## src/rtl/edid_rd_pkg.sv

```systemverilog
// Package: shared opcodes, status codes and fixed addresses for the EDID
// block reader. Assumes a byte-level command engine sits below the block.
package edid_rd_pkg;

    typedef enum logic [1:0] {
        OP_START = 2'd0,
        OP_WRITE = 2'd1,
        OP_READ  = 2'd2,
        OP_STOP  = 2'd3
    } ddc_op_e;

    typedef enum logic [1:0] {
        ST_OK      = 2'd0,
        ST_NODEV   = 2'd1,
        ST_NACK    = 2'd2,
        ST_TIMEOUT = 2'd3
    } rd_status_e;

    // 8-bit bus addresses (write forms, plus the read form of the EDID device)
    localparam logic [7:0] SEG_DEV_WR  = 8'h60;
    localparam logic [7:0] EDID_DEV_WR = 8'hA0;
    localparam logic [7:0] EDID_DEV_RD = 8'hA1;

    // Commands that come before the first READ of every transaction
    localparam int HDR_STEPS   = 8;
    localparam int BLOCK_BYTES = 128;

endpackage

```

## src/rtl/edid_step_decode.sv

```systemverilog
// Step decoder: turns the position inside one transaction into the command
// presented to the engine. Assumes steps 0..7 are the addressing header,
// then CHUNK_BYTES reads, then a stop. Abort overrides everything with STOP.
module edid_step_decode
    import edid_rd_pkg::*;
#(
    parameter int CHUNK_BYTES = 16,
    parameter int STEP_W      = $clog2(HDR_STEPS + CHUNK_BYTES + 1)
) (
    input  logic [STEP_W-1:0] step,
    input  logic [7:0]        seg,
    input  logic [7:0]        offs,
    input  logic              abort,
    output logic [1:0]        op,
    output logic [7:0]        wdata,
    output logic              rd_nack,
    output logic              is_write,
    output logic              is_read,
    output logic              last_step
);
    localparam logic [STEP_W-1:0] RD_FIRST  = STEP_W'(HDR_STEPS);
    localparam logic [STEP_W-1:0] RD_LAST   = STEP_W'(HDR_STEPS + CHUNK_BYTES - 1);
    localparam logic [STEP_W-1:0] STOP_STEP = STEP_W'(HDR_STEPS + CHUNK_BYTES);

    ddc_op_e op_e;

    // Select the opcode and data byte for the current step
    always_comb begin
        op_e    = OP_START;
        wdata   = 8'h00;
        rd_nack = 1'b0;
        if (abort) begin
            op_e = OP_STOP;
        end else if (step >= RD_FIRST && step <= RD_LAST) begin
            op_e    = OP_READ;
            rd_nack = (step == RD_LAST);
        end else if (step == STOP_STEP) begin
            op_e = OP_STOP;
        end else begin
            case (step[2:0])
                3'd1: begin op_e = OP_WRITE; wdata = SEG_DEV_WR;  end
                3'd2: begin op_e = OP_WRITE; wdata = seg;         end
                3'd4: begin op_e = OP_WRITE; wdata = EDID_DEV_WR; end
                3'd5: begin op_e = OP_WRITE; wdata = offs;        end
                3'd7: begin op_e = OP_WRITE; wdata = EDID_DEV_RD; end
                default: op_e = OP_START;
            endcase
        end
    end

    // Classification flags used by the controller
    always_comb begin
        op        = op_e;
        is_write  = (op_e == OP_WRITE);
        is_read   = (op_e == OP_READ);
        last_step = !abort && (step == STOP_STEP);
    end

endmodule

```

## src/rtl/edid_poll_timer.sv

```systemverilog
// Poll timer: counts the cycles a command has stayed presented without
// completion and flags expiry on the POLL_LIMIT-th such cycle. Assumes
// run drops for at least one cycle, or hit pulses, between commands.
module edid_poll_timer #(
    parameter int POLL_LIMIT = 4096,
    parameter int CNT_W      = $clog2(POLL_LIMIT + 1)
) (
    input  logic clk,
    input  logic rst_n,
    input  logic run,
    input  logic hit,
    output logic expired
);
    logic [CNT_W-1:0] cnt_q;

    // Count cycles waited; restart on completion or when nothing is presented
    always_ff @(posedge clk) begin
        if (!rst_n) begin
            cnt_q <= '0;
        end else if (!run || hit) begin
            cnt_q <= '0;
        end else begin
            cnt_q <= cnt_q + 1'b1;
        end
    end

    // Expiry: the current cycle is the last one allowed and it brought no completion
    always_comb begin
        expired = run && !hit && (cnt_q == CNT_W'(POLL_LIMIT - 1));
    end

endmodule

```

## src/rtl/edid_seq_ctrl.sv

```systemverilog
// Sequence controller: holds the block number, transaction index, step and
// attempt count. Advances on engine completion and handles NACK, timeout and
// retry. Assumes CHUNK_BYTES is a power of two that divides 128.
module edid_seq_ctrl
    import edid_rd_pkg::*;
#(
    parameter int CHUNK_BYTES = 16,
    parameter int MAX_TRIES   = 3,
    parameter int STEP_W      = $clog2(HDR_STEPS + CHUNK_BYTES + 1)
) (
    input  logic              clk,
    input  logic              rst_n,
    input  logic              start,
    input  logic [7:0]        block_num,
    input  logic              hpd,
    input  logic              cmd_done,
    input  logic              cmd_ack,
    input  logic [7:0]        cmd_rdata,
    input  logic              expired,
    input  logic              dec_is_write,
    input  logic              dec_is_read,
    input  logic              dec_last_step,
    output logic [STEP_W-1:0] step,
    output logic [7:0]        seg,
    output logic [7:0]        offs,
    output logic              abort,
    output logic              present,
    output logic              byte_valid,
    output logic [6:0]        byte_idx,
    output logic [7:0]        byte_data,
    output logic              busy,
    output logic              done,
    output logic [1:0]        status
);
    localparam int NUM_CHUNKS = BLOCK_BYTES / CHUNK_BYTES;
    localparam int CHUNK_W    = (NUM_CHUNKS > 1) ? $clog2(NUM_CHUNKS) : 1;
    localparam int CHUNK_SH   = $clog2(CHUNK_BYTES);
    localparam int TRY_W      = $clog2(MAX_TRIES + 1);

    typedef enum logic [1:0] {S_IDLE, S_RUN, S_ABORT, S_GAP} seq_state_e;

    seq_state_e         state_q;
    logic [7:0]         blk_q;
    logic [CHUNK_W-1:0] chunk_q;
    logic [STEP_W-1:0]  step_q;
    logic [TRY_W-1:0]   tries_q;
    logic               done_q;
    logic [1:0]         status_q;
    logic               bv_q;
    logic [6:0]         bi_q;
    logic [7:0]         bd_q;

    logic [7:0]         chunk_base;
    logic [6:0]         rd_pos;
    logic               can_retry;
    logic               fail;
    rd_status_e         fail_code;

    // Address arithmetic: segment, word offset and position of the next read byte
    always_comb begin
        chunk_base = 8'(chunk_q) << CHUNK_SH;
        seg        = blk_q >> 1;
        offs       = {blk_q[0], 7'd0} + chunk_base;
        rd_pos     = 7'(step_q - STEP_W'(HDR_STEPS));
        can_retry  = (blk_q == 8'd0) && (tries_q < TRY_W'(MAX_TRIES - 1));
    end

    // Failure detection: timeout in any bus state, or completion of the abort stop
    always_comb begin
        fail      = 1'b0;
        fail_code = ST_OK;
        if (state_q == S_RUN || state_q == S_ABORT) begin
            if (expired) begin
                fail      = 1'b1;
                fail_code = ST_TIMEOUT;
            end else if (state_q == S_ABORT && cmd_done) begin
                fail      = 1'b1;
                fail_code = ST_NACK;
            end
        end
    end

    // Main sequencing register update
    always_ff @(posedge clk) begin
        if (!rst_n) begin
            state_q  <= S_IDLE;
            blk_q    <= 8'd0;
            chunk_q  <= '0;
            step_q   <= '0;
            tries_q  <= '0;
            done_q   <= 1'b0;
            status_q <= ST_OK;
            bv_q     <= 1'b0;
            bi_q     <= 7'd0;
            bd_q     <= 8'd0;
        end else begin
            done_q <= 1'b0;
            bv_q   <= 1'b0;
            if (fail) begin
                chunk_q <= '0;
                step_q  <= '0;
                if (can_retry) begin
                    tries_q <= tries_q + 1'b1;
                    state_q <= S_GAP;
                end else begin
                    state_q  <= S_IDLE;
                    done_q   <= 1'b1;
                    status_q <= fail_code;
                end
            end else begin
                case (state_q)
                    S_IDLE: begin
                        if (start) begin
                            blk_q   <= block_num;
                            chunk_q <= '0;
                            step_q  <= '0;
                            tries_q <= '0;
                            if (!hpd) begin
                                done_q   <= 1'b1;
                                status_q <= ST_NODEV;
                            end else begin
                                state_q <= S_RUN;
                            end
                        end
                    end
                    S_RUN: begin
                        if (cmd_done) begin
                            if (dec_is_write && !cmd_ack) begin
                                state_q <= S_ABORT;
                            end else begin
                                if (dec_is_read) begin
                                    bv_q <= 1'b1;
                                    bd_q <= cmd_rdata;
                                    bi_q <= chunk_base[6:0] + rd_pos;
                                end
                                if (dec_last_step) begin
                                    step_q <= '0;
                                    if (chunk_q == CHUNK_W'(NUM_CHUNKS - 1)) begin
                                        state_q  <= S_IDLE;
                                        done_q   <= 1'b1;
                                        status_q <= ST_OK;
                                    end else begin
                                        chunk_q <= chunk_q + 1'b1;
                                    end
                                end else begin
                                    step_q <= step_q + 1'b1;
                                end
                            end
                        end
                    end
                    S_GAP:   state_q <= S_RUN;
                    default: state_q <= state_q;
                endcase
            end
        end
    end

    // Output drive from registered state
    always_comb begin
        step       = step_q;
        abort      = (state_q == S_ABORT);
        present    = (state_q == S_RUN) || (state_q == S_ABORT);
        busy       = (state_q != S_IDLE);
        done       = done_q;
        status     = status_q;
        byte_valid = bv_q;
        byte_idx   = bi_q;
        byte_data  = bd_q;
    end

endmodule

```

## src/rtl/edid_block_reader.sv

```systemverilog
// Top: EDID block reader. Connects the sequence controller, the step decoder
// and the poll timer. Assumes the command engine holds cmd_done high for one
// cycle per finished command and samples commands only while cmd_valid is high.
module edid_block_reader
    import edid_rd_pkg::*;
#(
    parameter int CHUNK_BYTES = 16,
    parameter int POLL_LIMIT  = 4096,
    parameter int MAX_TRIES   = 3
) (
    input  logic       clk,
    input  logic       rst_n,
    input  logic       start,
    input  logic [7:0] block_num,
    input  logic       hpd,
    output logic       cmd_valid,
    output logic [1:0] cmd_op,
    output logic [7:0] cmd_wdata,
    output logic       cmd_rd_nack,
    input  logic       cmd_done,
    input  logic       cmd_ack,
    input  logic [7:0] cmd_rdata,
    output logic       byte_valid,
    output logic [6:0] byte_idx,
    output logic [7:0] byte_data,
    output logic       busy,
    output logic       done,
    output logic [1:0] status
);
    localparam int STEP_W = $clog2(HDR_STEPS + CHUNK_BYTES + 1);

    logic [STEP_W-1:0] step;
    logic [7:0]        seg;
    logic [7:0]        offs;
    logic              abort;
    logic              present;
    logic              expired;
    logic              dec_is_write;
    logic              dec_is_read;
    logic              dec_last_step;

    edid_seq_ctrl #(
        .CHUNK_BYTES (CHUNK_BYTES),
        .MAX_TRIES   (MAX_TRIES),
        .STEP_W      (STEP_W)
    ) u_ctrl (
        .clk           (clk),
        .rst_n         (rst_n),
        .start         (start),
        .block_num     (block_num),
        .hpd           (hpd),
        .cmd_done      (cmd_done),
        .cmd_ack       (cmd_ack),
        .cmd_rdata     (cmd_rdata),
        .expired       (expired),
        .dec_is_write  (dec_is_write),
        .dec_is_read   (dec_is_read),
        .dec_last_step (dec_last_step),
        .step          (step),
        .seg           (seg),
        .offs          (offs),
        .abort         (abort),
        .present       (present),
        .byte_valid    (byte_valid),
        .byte_idx      (byte_idx),
        .byte_data     (byte_data),
        .busy          (busy),
        .done          (done),
        .status        (status)
    );

    edid_step_decode #(
        .CHUNK_BYTES (CHUNK_BYTES),
        .STEP_W      (STEP_W)
    ) u_dec (
        .step      (step),
        .seg       (seg),
        .offs      (offs),
        .abort     (abort),
        .op        (cmd_op),
        .wdata     (cmd_wdata),
        .rd_nack   (cmd_rd_nack),
        .is_write  (dec_is_write),
        .is_read   (dec_is_read),
        .last_step (dec_last_step)
    );

    edid_poll_timer #(
        .POLL_LIMIT (POLL_LIMIT)
    ) u_timer (
        .clk     (clk),
        .rst_n   (rst_n),
        .run     (present),
        .hit     (cmd_done),
        .expired (expired)
    );

    // Present a command exactly while the controller is in a bus state
    always_comb begin
        cmd_valid = present;
    end

endmodule

```

## config.mk

```make
export PLATFORM = sky130hd
export DESIGN_NAME = edid_block_reader
export DESIGN_NICKNAME = d
export VERILOG_FILES = /design/src/rtl/edid_rd_pkg.sv /design/src/rtl/edid_step_decode.sv /design/src/rtl/edid_poll_timer.sv /design/src/rtl/edid_seq_ctrl.sv /design/src/rtl/edid_block_reader.sv
export SDC_FILE = /design/constraint.sdc
export NUM_CORES = 1
export LEC_CHECK = 0
export BUFFER_PORTS_ARGS = -buffer_cell sky130_fd_sc_hd__buf_2
export CORE_MARGIN = 4
export CORE_UTILIZATION = 48
export CTS_CLUSTER_SIZE = 25
export DETAILED_ROUTE_END_ITERATION = 8
export PLACE_DENSITY = 0.7
export SYNTH_ARGS = -nofsm -noshare
export SYNTH_HDL_FRONTEND = slang
export SYNTH_HIERARCHICAL = 1
export SYNTH_SLANG_ARGS = --single-unit
```

## constraint.sdc

```tcl
create_clock -name clk -period 3.25 [get_ports clk]
set_input_delay 0.1625 -clock clk [delete_from_list [all_inputs] [get_ports clk]]
set_output_delay 0.1625 -clock clk [all_outputs]
set_load 0.02 [all_outputs]
```

After elaboration in Yosys (flattened, before gate mapping)
Index checks and enable logic that the tools add are counted.
{ "totals": {"register_bits": 52, "latch_bits": 0, "ram_bits": 0, "romBits": 0, "inputBits": 22, "output_inout_bits": 32, "wordCells": 145, "n_memories": 0} }
{ "op_classes": {"n_addsub": 7, "multipliers": 0, "div": 0, "order_cmp": 3, "eq_ne": 30, "shift": 0, "mux": 57, "bitwise_logic": 5, "reduce_logical": 32} }
{ "op_table": {"columns": ["cell", "n"], "rows": [
  ["two-way mux 2 bit", 24],
  ["one-hot mux 8 bit (5 select lines)", 1],
  ["two-way mux 8 bit", 3],
  ["two-way mux 5 bit", 4],
  ["!= test 3 x 2 -> 1 bit (second input constant)", 6],
  ["two-way mux 1 bit", 15],
  ["two-way mux 3 bit", 5],
  ["adder 13 x 1 -> 13 bit (second input constant)", 1],
  ["equality test 13 x 12 -> 1 bit (second input constant)", 1],
  ["equality test 3 bit (second input constant)", 4],
  ["!= test 2 bit (second input constant)", 6],
  ["AND reduction 6 bit", 2],
  ["equality test 5 bit (second input constant)", 2],
  ["one-hot mux 5 bit (2 select lines)", 1],
  ["OR reduction 5 bit", 2],
  ["adder 8 x 7 -> 8 bit", 1],
  ["logical NOT 8 bit", 1],
  ["AND reduction 8 bit", 1],
  ["nonzero test 2 bit", 4],
  ["adder 7 bit", 1],
  ["logical AND 1 bit", 7],
  ["equality test 2 bit (second input constant)", 3],
  ["one-hot mux 2 bit (3 select lines)", 1],
  ["one-hot mux 3 bit (2 select lines)", 1],
  ["other kinds (26)", 37]
]} }

Logic depth before layout (Yosys ltp)
Gate-level depths: netlist of the first run.
{ "depth": {"word_depth": 12, "mapped_depth": 10, "mapped_depth_nobuf": 9} }

Hierarchy
Netlist of the first run, hierarchy kept.
{ "by_module_without_submodules": {"columns": ["mod", "instances", "cells_per_inst", "area_each_um2", "seq_area_each_um2"], "rows": [
  ["edid_seq_ctrl", 1, 216, 1988.2, 780.7],
  ["edid_poll_timer", 1, 66, 596.8, 260.2],
  ["edid_step_decode", 1, 50, 329.1, 0.0]
]} }

Least setup slack after synthesis of the first run
OpenSTA, ideal clock, no wires.
{ "synth_timing": {"path_type": "register to register", "startpoint": "reg u_ctrl.state_q[0]", "endpoint": "reg u_ctrl.bd_q[0] (netlist: u_ctrl/byte_data[0])", "setup_time_ns": 0.128, "arrival_ns": 2.310, "required_time_ns": 3.122, "slack_ns": 0.812, "stages_incl_launch_ff": 9, "path_buffers": 1, "synth_period_minus_slack_ns": 2.438, "cell_sequence": "dfxtp_1 -> inv_1 -> ha_1 -> nor4bb_1 -> a21o_4 -> a2111oi_4 -> buf_6 -> mux2i_1 -> nor2_1"} }
{ "synth_via": {"elab_chain_len": 8, "elab_cells_between_ends": 16, "classes_between": "eq/ne (4); mux (4); bitwise (2); reduce/logical (6)"} }
{ "synth_lines": {"columns": ["item", "line_no", "text"], "rows": [
  ["start, declared", "edid_seq_ctrl.sv:42", "seq_state_e state_q;"],
  ["start signal, assigned", "edid_seq_ctrl.sv:152", "default: state_q <= state_q;"],
  ["equality test 2 x 1 -> 1 bit or equality test 2 bit (tied branches)", "edid_seq_ctrl.sv:162", "present = (state_q == S_RUN) || (state_q == S_ABORT);"],
  ["logical OR 1 bit (*)", "edid_seq_ctrl.sv:162", null],
  ["net cmd_valid", "edid_block_reader.sv:16", "output logic cmd_valid,"],
  ["logical AND 1 bit (*) (2 in series)", "edid_poll_timer.sv:29", "expired = run && !hit && (cnt_q == CNT_W'(POLL_LIMIT - 1));"],
  ["net expired", "edid_block_reader.sv:37", "logic expired;"],
  ["two-way mux 1 bit (*)", "edid_seq_ctrl.sv:73", "if (expired) begin"],
  ["two-way mux 1 bit (*)", "edid_seq_ctrl.sv:72", "if (state_q == S_RUN || state_q == S_ABORT) begin"],
  ["NOT 1 bit (no source line) (*)", null, null],
  ["AND reduction 5 bit (no source line) (*)", null, null],
  ["end signal, assigned", "edid_seq_ctrl.sv:133", "bd_q <= cmd_rdata;"],
  ["end, declared", "edid_seq_ctrl.sv:51", "logic [7:0] bd_q;"]
]} }
Mark *: on every way through the listed nets, which the timed path passes. The rest lies on a longest branch.
A chain may end at the register's enable or synchronous reset.

Worst setup path after layout of the first run
{ "layout_timing": {"startpoint": "reg u_ctrl.step_q[1] (netlist: u_ctrl/step[1])", "endpoint": "reg u_ctrl.step_q[1] (netlist: u_ctrl/step[1])"} }
{ "layout_via": {"elab_chain_len": 10, "elab_cells_between_ends": 24, "classes_between": "add/sub (1); order compare (2); eq/ne (8); mux (8); reduce/logical (5)"} }
{ "layout_lines": {"columns": ["item", "line_no", "text"], "rows": [
  ["start, declared", "edid_seq_ctrl.sv:45", "logic [STEP_W-1:0] step_q;"],
  ["start signal, assigned", "edid_seq_ctrl.sv:146", "step_q <= step_q + 1'b1;"],
  ["equality test 3 x 1 -> 1 bit, or another cell as far along", "edid_step_decode.sv:40", "case (step[2:0])"],
  ["OR reduction 5 bit (no source line)", null, null],
  ["two-way mux 1 bit", "edid_step_decode.sv:40", null],
  ["two-way mux 2 bit", "edid_step_decode.sv:37", "end else if (step == STOP_STEP) begin"],
  ["two-way mux 2 bit (*)", "edid_step_decode.sv:34", "end else if (step >= RD_FIRST && step <= RD_LAST) begin"],
  ["two-way mux 2 bit (*)", "edid_step_decode.sv:32", "if (abort) begin"],
  ["equality test 2 x 1 -> 1 bit (*)", "edid_step_decode.sv:54", "is_write = (op_e == OP_WRITE);"],
  ["net dec_is_write", "edid_block_reader.sv:38", "logic dec_is_write;"],
  ["logical AND 1 bit (*)", "edid_seq_ctrl.sv:128", "if (dec_is_write && !cmd_ack) begin"],
  ["!= test 2 bit (no source line) (*)", null, null],
  ["AND reduction 4 bit (no source line) (*)", null, null]
]} }
Mark *: on every way through the listed nets, which the timed path passes. The rest lies on a longest branch. The select of a mux whose other input is x is not followed.

==> results.yml, run 1 <==
timing:
  relSlewSlack_pct: 27.2
  rsz0062_at_grt: "false"
  setup_tns_ns: 0
  min_period_ns: 2.90
  setup_viol: 0
  drv_slew: 0
  whs_ns: 0.0709
  period_share_pct: 89.4
  layout_setup_ws_ns: 0.345
  tightest_slew_ns: 1.09
  max_freq_ghz: 0.344
  hold_viol: 0
  skew_ns: 0.0195
final_layout:
  drive_above_1_share_pct: 20.6
  final_area_um2: 3270
  fin_cells: 454
  layout_common_cells: "buf_2 (53), dfxtp_1 (52), nor2_1 (33), mux2i_1 (26), nand2_1 (23)"
  diodes: 0
  nets: 411
  syn_to_final_growth_pct: 12.2
  layout_commonest_cell: "buf_2"
  fin_util_pct: 55.2
critical_path:
  critPathKind: "register to register"
  cp_data_arrival_time_ns: 3.15
  cp_data_required_time_ns: 3.50
  worst_r2r_path_depth: 7
  crit_path_top_delay_cell: "dfxtp_1"
  start_kind: "register"
  end_kind: "register"
  crit_chain: "and2b_1 -> nor3_1 -> a2111oi_1 -> nor2b_1 -> o21a_1 -> o311ai_1 -> a21oi_1"
  max_stage_delay_ns: 0.64
  cp_max_fo: 17
cts:
  clk_pin_slew_ns: 0.11
  cts_buffer_depth: 2
  cts_tree: "done"
  cts_max_level: 2
  cts_made_buffers: 5
  cts_setup_buffers: 0
  hold_buffers: 0
  clock_sinks: 52
  insertion_delay_ns: 0.32
  cts_resized: 0
  cts-root-buf: "clkbuf_8"
route:
  via_count: 2509
  drt-vias-per-instance: 5.53
  wl_mm: 6.38
  ant_nets: 0
  drc: 0
  wl_per_cell_um: 14.1
  drt_iter0_drc: 105
  firstDrtPassIters: 4
floorplanning:
  start_util_pct: 49.2
  die_x_um: 85.9
  dieHeight_um: 85.9
  rows: 28
  die-area_um2: 7380
  ios: 54
  fp.coreArea_um2: 5920
logic_synthesis:
  netlist_instances: 332
  ys.flop_type: "dfxtp_1"
  syn_area_um2: 2910
  synth_edf_count: 0
  ys_async_sr_fraction_pct: 0
  yosysTopAreaCellShare_pct: 35.7
  yosys-top-cells-area: "dfxtp_1 (36%), mux2i_1 (8.9%), ha_1 (4.3%)"
  avgSynthCellArea_um2: 8.78
  ys_seq_area_share_pct: 35.7
  ys_ff_latch: 52
  synth_cell_types: 66
  ys_warn_count: 6
  yosysTopAreaCell: "dfxtp_1"
grt:
  grt_pass1_vias: 2241
  grt_overflow: 0
  grt_max_degree: 27
  grt_usage_pct: 17.3
  grt_pass1_wl_mm: 10.7
  grt_antenna_before_repair: 0
power_and_ir_drop:
  p_leak_nw: 1.31
  finalPower_mw: 1.66
  power_density_nw_per_um2: 509
  peakVddDrop_mv: 0.261
placed_design:
  postPlaceCellArea_um2: 3170
  routabilityCongestion: 0.855
  pre_cts_slack_ns: 0.423
  dp.cells: 446
  hpwlAfterDp_mm: 4.60
  io_buffer_count: 53
outcome:
  run_status: "completed"
job:
  max-cap-violations: 0
min_path:
  holdPathStages: 3
  hp-class: "input port to register"
[flip-flops by register name, indices dropped and copies added, names as in the netlist]
signal,flops
u_ctrl/blk_q,8
u_timer/cnt_q,13
u_ctrl/byte_valid,1
u_ctrl/tries_q,2
u_ctrl/status,2
u_ctrl/state_q,2
u_ctrl/byte_idx,7
u_ctrl/chunk_q,3
u_ctrl/byte_data,8
u_ctrl/done,1
u_ctrl/step,5
[synthesized netlist by cell type (3+ instances only)]
master / n
dfxtp_1: 52
nor2_1: 33
mux2i_1: 26
nand2_1: 23
a21oi_1: 22
inv_1: 14
nand3_1: 11
buf_4: 10
ha_1: 10
o31ai_1: 10
or4_1: 10
o21ai_0: 9
nand2b_1: 7
clkbuf_1: 6
nor3_1: 6
a22oi_1: 5
nor2b_1: 4
nor4_1: 4
xor2_1: 4
a21boi_0: 3
and2_1: 3
buf_6: 3
o21a_1: 3
xnor2_1: 3
[worst max-delay path: cells and delay by family (launching register included)]
family / cells / cell delay [ns]
AOI/OAI and AO/OA: 4 / 1.59
DFF: 1 / 0.64
and+or+nand+nor: 3 / 0.61
[kinds of logic (layout without fill, tap and decap cells)]
logic type,count (synthesis),count (layout),share of synthesized area (%)
compound gates,71,71,17.5
xor+xnor,7,7,2.10
fa+ha+maj,11,11,4.98
buf+inv,38,81,7.04
flops,52,52,35.7
mux,26,26,8.93
other cells,1,5,0.129
simple gates,126,126,23.6
[report_power, final]
group          switching (mW)  internal (mW)  leakage, nW
Sequential             0.0459          0.671        0.421
Combinational           0.344          0.213        0.841
Clock                   0.232          0.158       0.0487
[layout make-up]
| cell class | count | area, um2 |
|---|---|---|
| repair buffers | 57 | 295 |
| clock inverters | 3 | 26.3 |
| well taps | 75 | 93.8 |
| multi-input cells | 246 | 1680 |
| clock buffers | 5 | 68.8 |
| flip-flops and latches | 52 | 1040 |
| fillers | 550 | 2650 |
| inverters | 16 | 60.1 |
[worst paths after layout]
path	from	to	slack, ns
setup / recovery	u_ctrl/step[1]	u_ctrl/step[1]	0.35
hold / removal	cmd_rdata[4]	u_ctrl/byte_data[4]	0.07
setup reg to reg	u_ctrl/step[1]	u_ctrl/step[1]	0.35
hold reg to reg	u_timer/cnt_q[0]	u_timer/cnt_q[0]	0.48
[layer usage]
metal / vias up / track usage [%] / share of wire (%) / wire [um]
li1: 1277 / - / - / -
met1: 1163 / 24.9 / 51 / 3270
met2: 62 / 26.3 / 44 / 2780
met3: 7 / 3.65 / 4.0 / 258
met4: 0 / 4.60 / 1.1 / 69
met5: - / 0 / 0 / 0
Power figures use the tool's default switching activity.
==> run 2, diff against run 1 <==
--- a/config.mk
+++ b/config.mk
@@ -5,12 +5,13 @@
 export SDC_FILE = /design/constraint.sdc
 export NUM_CORES = 1
 export LEC_CHECK = 0
+export ABC_AREA = 1
 export BUFFER_PORTS_ARGS = -buffer_cell sky130_fd_sc_hd__buf_2
 export CORE_MARGIN = 4
 export CORE_UTILIZATION = 48
 export CTS_CLUSTER_SIZE = 25
 export DETAILED_ROUTE_END_ITERATION = 8
-export PLACE_DENSITY = 0.7
+export PLACE_DENSITY = 0.72
 export SYNTH_ARGS = -nofsm -noshare
 export SYNTH_HDL_FRONTEND = slang
 export SYNTH_HIERARCHICAL = 1
==> results.yml, run 2 <==
power_and_ir_drop:
  peakVddDrop_mv: 0.433
  power_density_nw_per_um2: 684
  p_leak_nw: 1.51
  finalPower_mw: 2.25
floorplanning:
  dieHeight_um: 85.6
  fp.coreArea_um2: 5680
  ios: 54
  die_x_um: 85.6
  rows: 27
  start_util_pct: 50.9
  die-area_um2: 7330
cts:
  cts_made_buffers: 5
  cts_tree: "done"
  cts_max_level: 2
  cts_buffer_depth: 2
  clk_pin_slew_ns: 0.10
  cts_setup_buffers: 0
  cts-root-buf: "clkbuf_8"
  cts_resized: 0
  insertion_delay_ns: 0.31
  clock_sinks: 52
  hold_buffers: 0
grt:
  grt_usage_pct: 17.7
  grt_overflow: 0
  grt_pass1_wl_mm: 10.7
  grt_max_degree: 29
  grt_pass1_vias: 2442
  grt_antenna_before_repair: 0
critical_path:
  cp_max_fo: 18
  start_kind: "register"
  crit_family: "simple AND/OR/NAND/NOR gates"
  end_kind: "register"
  cp_data_required_time_ns: 3.46
  cp_data_arrival_time_ns: 2.53
  critPathKind: "register to register"
  path_buf_inv: 3
  crit_path_top_delay_cell: "dfxtp_1"
  max_stage_delay_ns: 0.57
  crit_chain: "inv_2 -> nand3_2 -> nand2_1 -> inv_1 -> and2_1 -> nor2_2 -> nand2_1 -> nand4_1 -> nor2_4 -> inv_2 -> nor2_1 -> nor2_1"
route:
  drc: 0
  drt-vias-per-instance: 4.98
  wl_per_cell_um: 11.9
  via_count: 2611
  firstDrtPassIters: 4
  wl_mm: 6.24
  drt_iter0_drc: 111
  ant_nets: 0
logic_synthesis:
  yosysTopAreaCell: "dfxtp_1"
  ys_ff_latch: 52
  syn_area_um2: 2890
  ys_async_sr_fraction_pct: 0
  ys_warn_count: 6
  synth_edf_count: 0
  synth_common_cells: "nand2_1 (68), nor2_1 (68), dfxtp_1 (52)"
  yosysTopAreaCellShare_pct: 36.0
  ys_seq_area_share_pct: 36.0
  yosys-top-cells-area: "dfxtp_1 (36%), nand2_1 (8.8%), nor2_1 (8.8%)"
  avgSynthCellArea_um2: 7.21
  synth_cell_types: 39
  netlist_instances: 401
  ys.flop_type: "dfxtp_1"
timing:
  rsz0062_at_grt: "false"
  drv_slew: 0
  period_share_pct: 71.3
  setup_tns_ns: 0
  setup_viol: 0
  max_freq_ghz: 0.432
  min_period_ns: 2.32
  hold_viol: 0
  skew_ns: 0.00891
final_layout:
  nets: 484
  diodes: 0
  fin_util_pct: 57.9
  layout_common_cells: "nand2_1 (68), nor2_1 (68), buf_2 (53), dfxtp_1 (52), inv_1 (45)"
  final_area_um2: 3290
  syn_to_final_growth_pct: 13.7
  regMostFlops: "u_timer/cnt_q"
  drive_above_1_share_pct: 21.5
  largest_register_ffs: 13
  fill_cells: 549
outcome:
  run_status: "completed"
placed_design:
  routabilityCongestion: 0.791
  postPlaceCellArea_um2: 3160
  io_buffer_count: 53
  hpwlAfterDp_mm: 4.83
min_path:
  hp-class: "input port to register"
job:
  max-cap-violations: 0
==> run 2: layer usage <==
| layer | routed length (um) | part of all wire [%] | global-route usage, % | up-vias |
|---|---|---|---|---|
| met4 | 66 | 1.1 | 4.32 | 0 |
| met2 | 3250 | 52 | 32.5 | 37 |
| li1 | - | - | - | 1378 |
| met5 | 0 | 0 | 0 | - |
| met1 | 2700 | 43 | 21.0 | 1188 |
| met3 | 219 | 3.5 | 3.46 | 8 |
==> run 2: cell type report <==
cell class	instances	area (um2)	area share, %
multi-input combinational	286	1570	47.6
sequential	52	1040	31.7
timing repair buffer	54	273	8.30
inverter	52	195	5.94
tap	72	90.1	2.74
clock buffer	6	82.6	2.51
clock inverter	2	38.8	1.18
==> run 2: path summary, 6_finish.rpt <==
kind	slack (ns)	from	cells past startpoint	end
worst max-delay path	0.93	u_ctrl/step[2]	12	u_ctrl/byte_idx[4]
worst min-delay path	0.07	cmd_rdata[1]	3	u_ctrl/byte_data[1]
worst min register to register	0.46	u_timer/cnt_q[0]	1	u_timer/cnt_q[0]
worst max register to register	0.93	u_ctrl/step[2]	12	u_ctrl/byte_idx[4]
==> run 2: through the flow <==
step           setup WS [ns]  hold WS [ns]  cells
2_1_floorplan           1.21         0.297    405
3_3_place_gp           0.998         0.386    516
3_5_place_dp           0.954         0.391    516
4_1_cts                0.926        0.0665    524
5_1_grt                0.648        0.0702    524
6_report               0.934        0.0701    524
==> run 2: cell families after synthesis <==
family	Yosys count	share of synthesized area [%]
fa+ha+maj	11	5.02
simple gates	194	32.5
buf+inv	67	10.3
other cells	1	0.130
xor+xnor	7	2.38
flops	52	36.0
compound gates	69	13.6
==> run 2: power by group <==
part	total (mW)	internal (mW)	switching, mW
combinational	0.976	0.341	0.635
sequential	0.806	0.714	0.0926
clock	0.466	0.252	0.214
==> run 2: worst min-delay path, cell delays in order <==
cell	delay, ns
buf_2	0.07
nor2_1	0.03
nor2_1	0.08
==> run 3, diff against run 2 <==
--- a/config.mk
+++ b/config.mk
@@ -5,13 +5,13 @@
 export SDC_FILE = /design/constraint.sdc
 export NUM_CORES = 1
 export LEC_CHECK = 0
-export ABC_AREA = 1
+export ABC_AREA = 0
 export BUFFER_PORTS_ARGS = -buffer_cell sky130_fd_sc_hd__buf_2
 export CORE_MARGIN = 4
 export CORE_UTILIZATION = 48
 export CTS_CLUSTER_SIZE = 25
 export DETAILED_ROUTE_END_ITERATION = 8
-export PLACE_DENSITY = 0.72
+export PLACE_DENSITY = 0.71
 export SYNTH_ARGS = -nofsm -noshare
 export SYNTH_HDL_FRONTEND = slang
 export SYNTH_HIERARCHICAL = 1
==> constraint.sdc (replaced) <==
create_clock -name clk -period 2.4 [get_ports clk]
set_input_delay 0.12 -clock clk [delete_from_list [all_inputs] [get_ports clk]]
set_output_delay 0.12 -clock clk [all_outputs]
set_load 0.02 [all_outputs]
==> results.yml, run 3 (synthesis results as in run 1) <==
power_and_ir_drop:
  p_leak_nw: 1.41
  power_density_nw_per_um2: 697
  peakVddDrop_mv: 0.353
timing:
  max_freq_ghz: 0.447
  hold_viol: 0
  layout_setup_ws_ns: 0.165
  min_period_ns: 2.24
  relSlewSlack_pct: 61.2
  drv_slew: 0
  period_share_pct: 93.1
  tightest_slew_ns: 0.576
  setup_viol: 0
  skew_ns: 0.00416
  rsz0062_at_grt: "false"
  setup_tns_ns: 0
critical_path:
  worst_r2r_path_depth: 9
  end_kind: "register"
  start_kind: "register"
  cp_data_arrival_time_ns: 2.42
  cp_max_fo: 16
  rrSetupSlack_ns: 0.16
  r2r_start: "u_ctrl/state_q[0]"
  r2r_end: "u_ctrl/byte_idx[2]"
  cp_data_required_time_ns: 2.58
  critPathKind: "register to register"
cts:
  clock_sinks: 52
  cts-root-buf: "clkbuf_8"
  clk_pin_slew_ns: 0.09
  cts_max_level: 2
  cts_tree: "done"
  cts_buffer_depth: 2
  hold_buffers: 0
  insertion_delay_ns: 0.29
  cts_made_buffers: 5
final_layout:
  ff_latch_area_um2: 1040
  diodes: 0
  regMostFlops: "u_timer/cnt_q"
  layout_commonest_cell: "buf_2"
  drive_above_1_share_pct: 24.3
  fill_cells: 516
  syn_to_final_growth_pct: 17.5
  multiInputGateArea_um2: 1690
  layout_common_cells: "buf_2 (53), dfxtp_1 (51), nor2_1 (33), mux2i_1 (26), nand2_1 (23)"
  nets: 429
  largest_register_ffs: 13
route:
  drt-vias-per-instance: 5.45
  via_count: 2563
  firstDrtPassIters: 4
  wl_per_cell_um: 13.7
  drt_iter0_drc: 165
  ant_nets: 0
  wl_mm: 6.43
  drc: 0
floorplanning:
  start_util_pct: 49.2
  rows: 28
  die_x_um: 85.9
  ios: 54
  die-area_um2: 7380
  fp.coreArea_um2: 5920
  dieHeight_um: 85.9
grt:
  grt_pass1_wl_mm: 10.9
  grt_overflow: 0
  grt_usage_pct: 18.0
  grt_antenna_before_repair: 0
  grt_pass1_vias: 2389
  grt_max_degree: 27
placed_design:
  hpwlAfterDp_mm: 4.84
  io_buffer_count: 53
  routabilityCongestion: 0.879
  pre_cts_slack_ns: 0.179
min_path:
  min-delay-start: "block_num[2]"
  hold_path_end: "u_ctrl/blk_q[2]"
  holdPathStages: 3
  hp-class: "input port to register"
job:
  max-cap-violations: 0
outcome:
  run_status: "completed"
## run 3: area by class of cell
type                            instances  area share, %
Clock buffer                            5           2.01
Clock inverter                          1          0.877
Inverter                               16           1.75
Multi-Input combinational cell        246           49.2
Sequential cell                        52           30.4
Tap cell                               75           2.74
Timing Repair Buffer                   75           12.9
## run 3: routing by layer
metal,track usage (%),wire length (um)
met2,28.9,2990
met3,4.13,333
met4,4.60,55
met5,0,0
met1,24.3,3050
## run 3: how the worst max path moves through the flow
stage | start | endpoint | slack, ns | depth (start not counted)
after floorplan | u_ctrl/state_q[0] | u_ctrl/byte_data[0] | 0.01 | 8
after global placement | u_ctrl/state_q[0] | u_ctrl/byte_idx[0] | 0.21 | 9
after detailed placement | u_ctrl/state_q[0] | u_ctrl/byte_data[4] | 0.18 | 9
after CTS | u_ctrl/step[0] | u_ctrl/chunk_q[2] | 0.16 | 9
after global routing | u_timer/cnt_q[0] | u_ctrl/status[0] | 0.02 | 9
final | u_ctrl/state_q[0] | u_ctrl/byte_idx[2] | 0.16 | 9
## run 3: power breakdown
group	switching, mW	total, mW	internal [mW]
clock	0.261	0.560	0.299
combinational	0.508	0.875	0.367
sequential	0.0421	0.952	0.909
## run 3: what timing repair did
item,in CTS,in global routing
gates resized for setup,0,1
endpoints found under the setup margin,0,3
setup buffers,0,0
## run 3: per-stage QoR
stage | util (%) | hold WS [ns] | cell area (um2) | total power, mW | cells
3_3_place_gp | 56.1 | 0.355 | 3320 | 1.82 | 464
6_report | 57.8 | 0.0532 | 3420 | 2.39 | 470
4_1_cts | 57.8 | 0.0452 | 3420 | 2.40 | 470
3_5_place_dp | 56.1 | 0.363 | 3320 | 1.83 | 464
5_1_grt | 57.8 | 0.0542 | 3420 | 2.54 | 470
2_1_floorplan | - | 0.267 | 2930 | 1.57 | 336
## run 3: critical path, cell delays in order, from the launching register on
cell and delay (ns):
dfxtp_1 0.40, inv_1 0.08, ha_1 0.31, nor4bb_1 0.15, buf_4 0.14, a21o_4 0.21
a2111oi_4 0.35, buf_12 0.21, mux2i_1 0.20, nor2_1 0.05
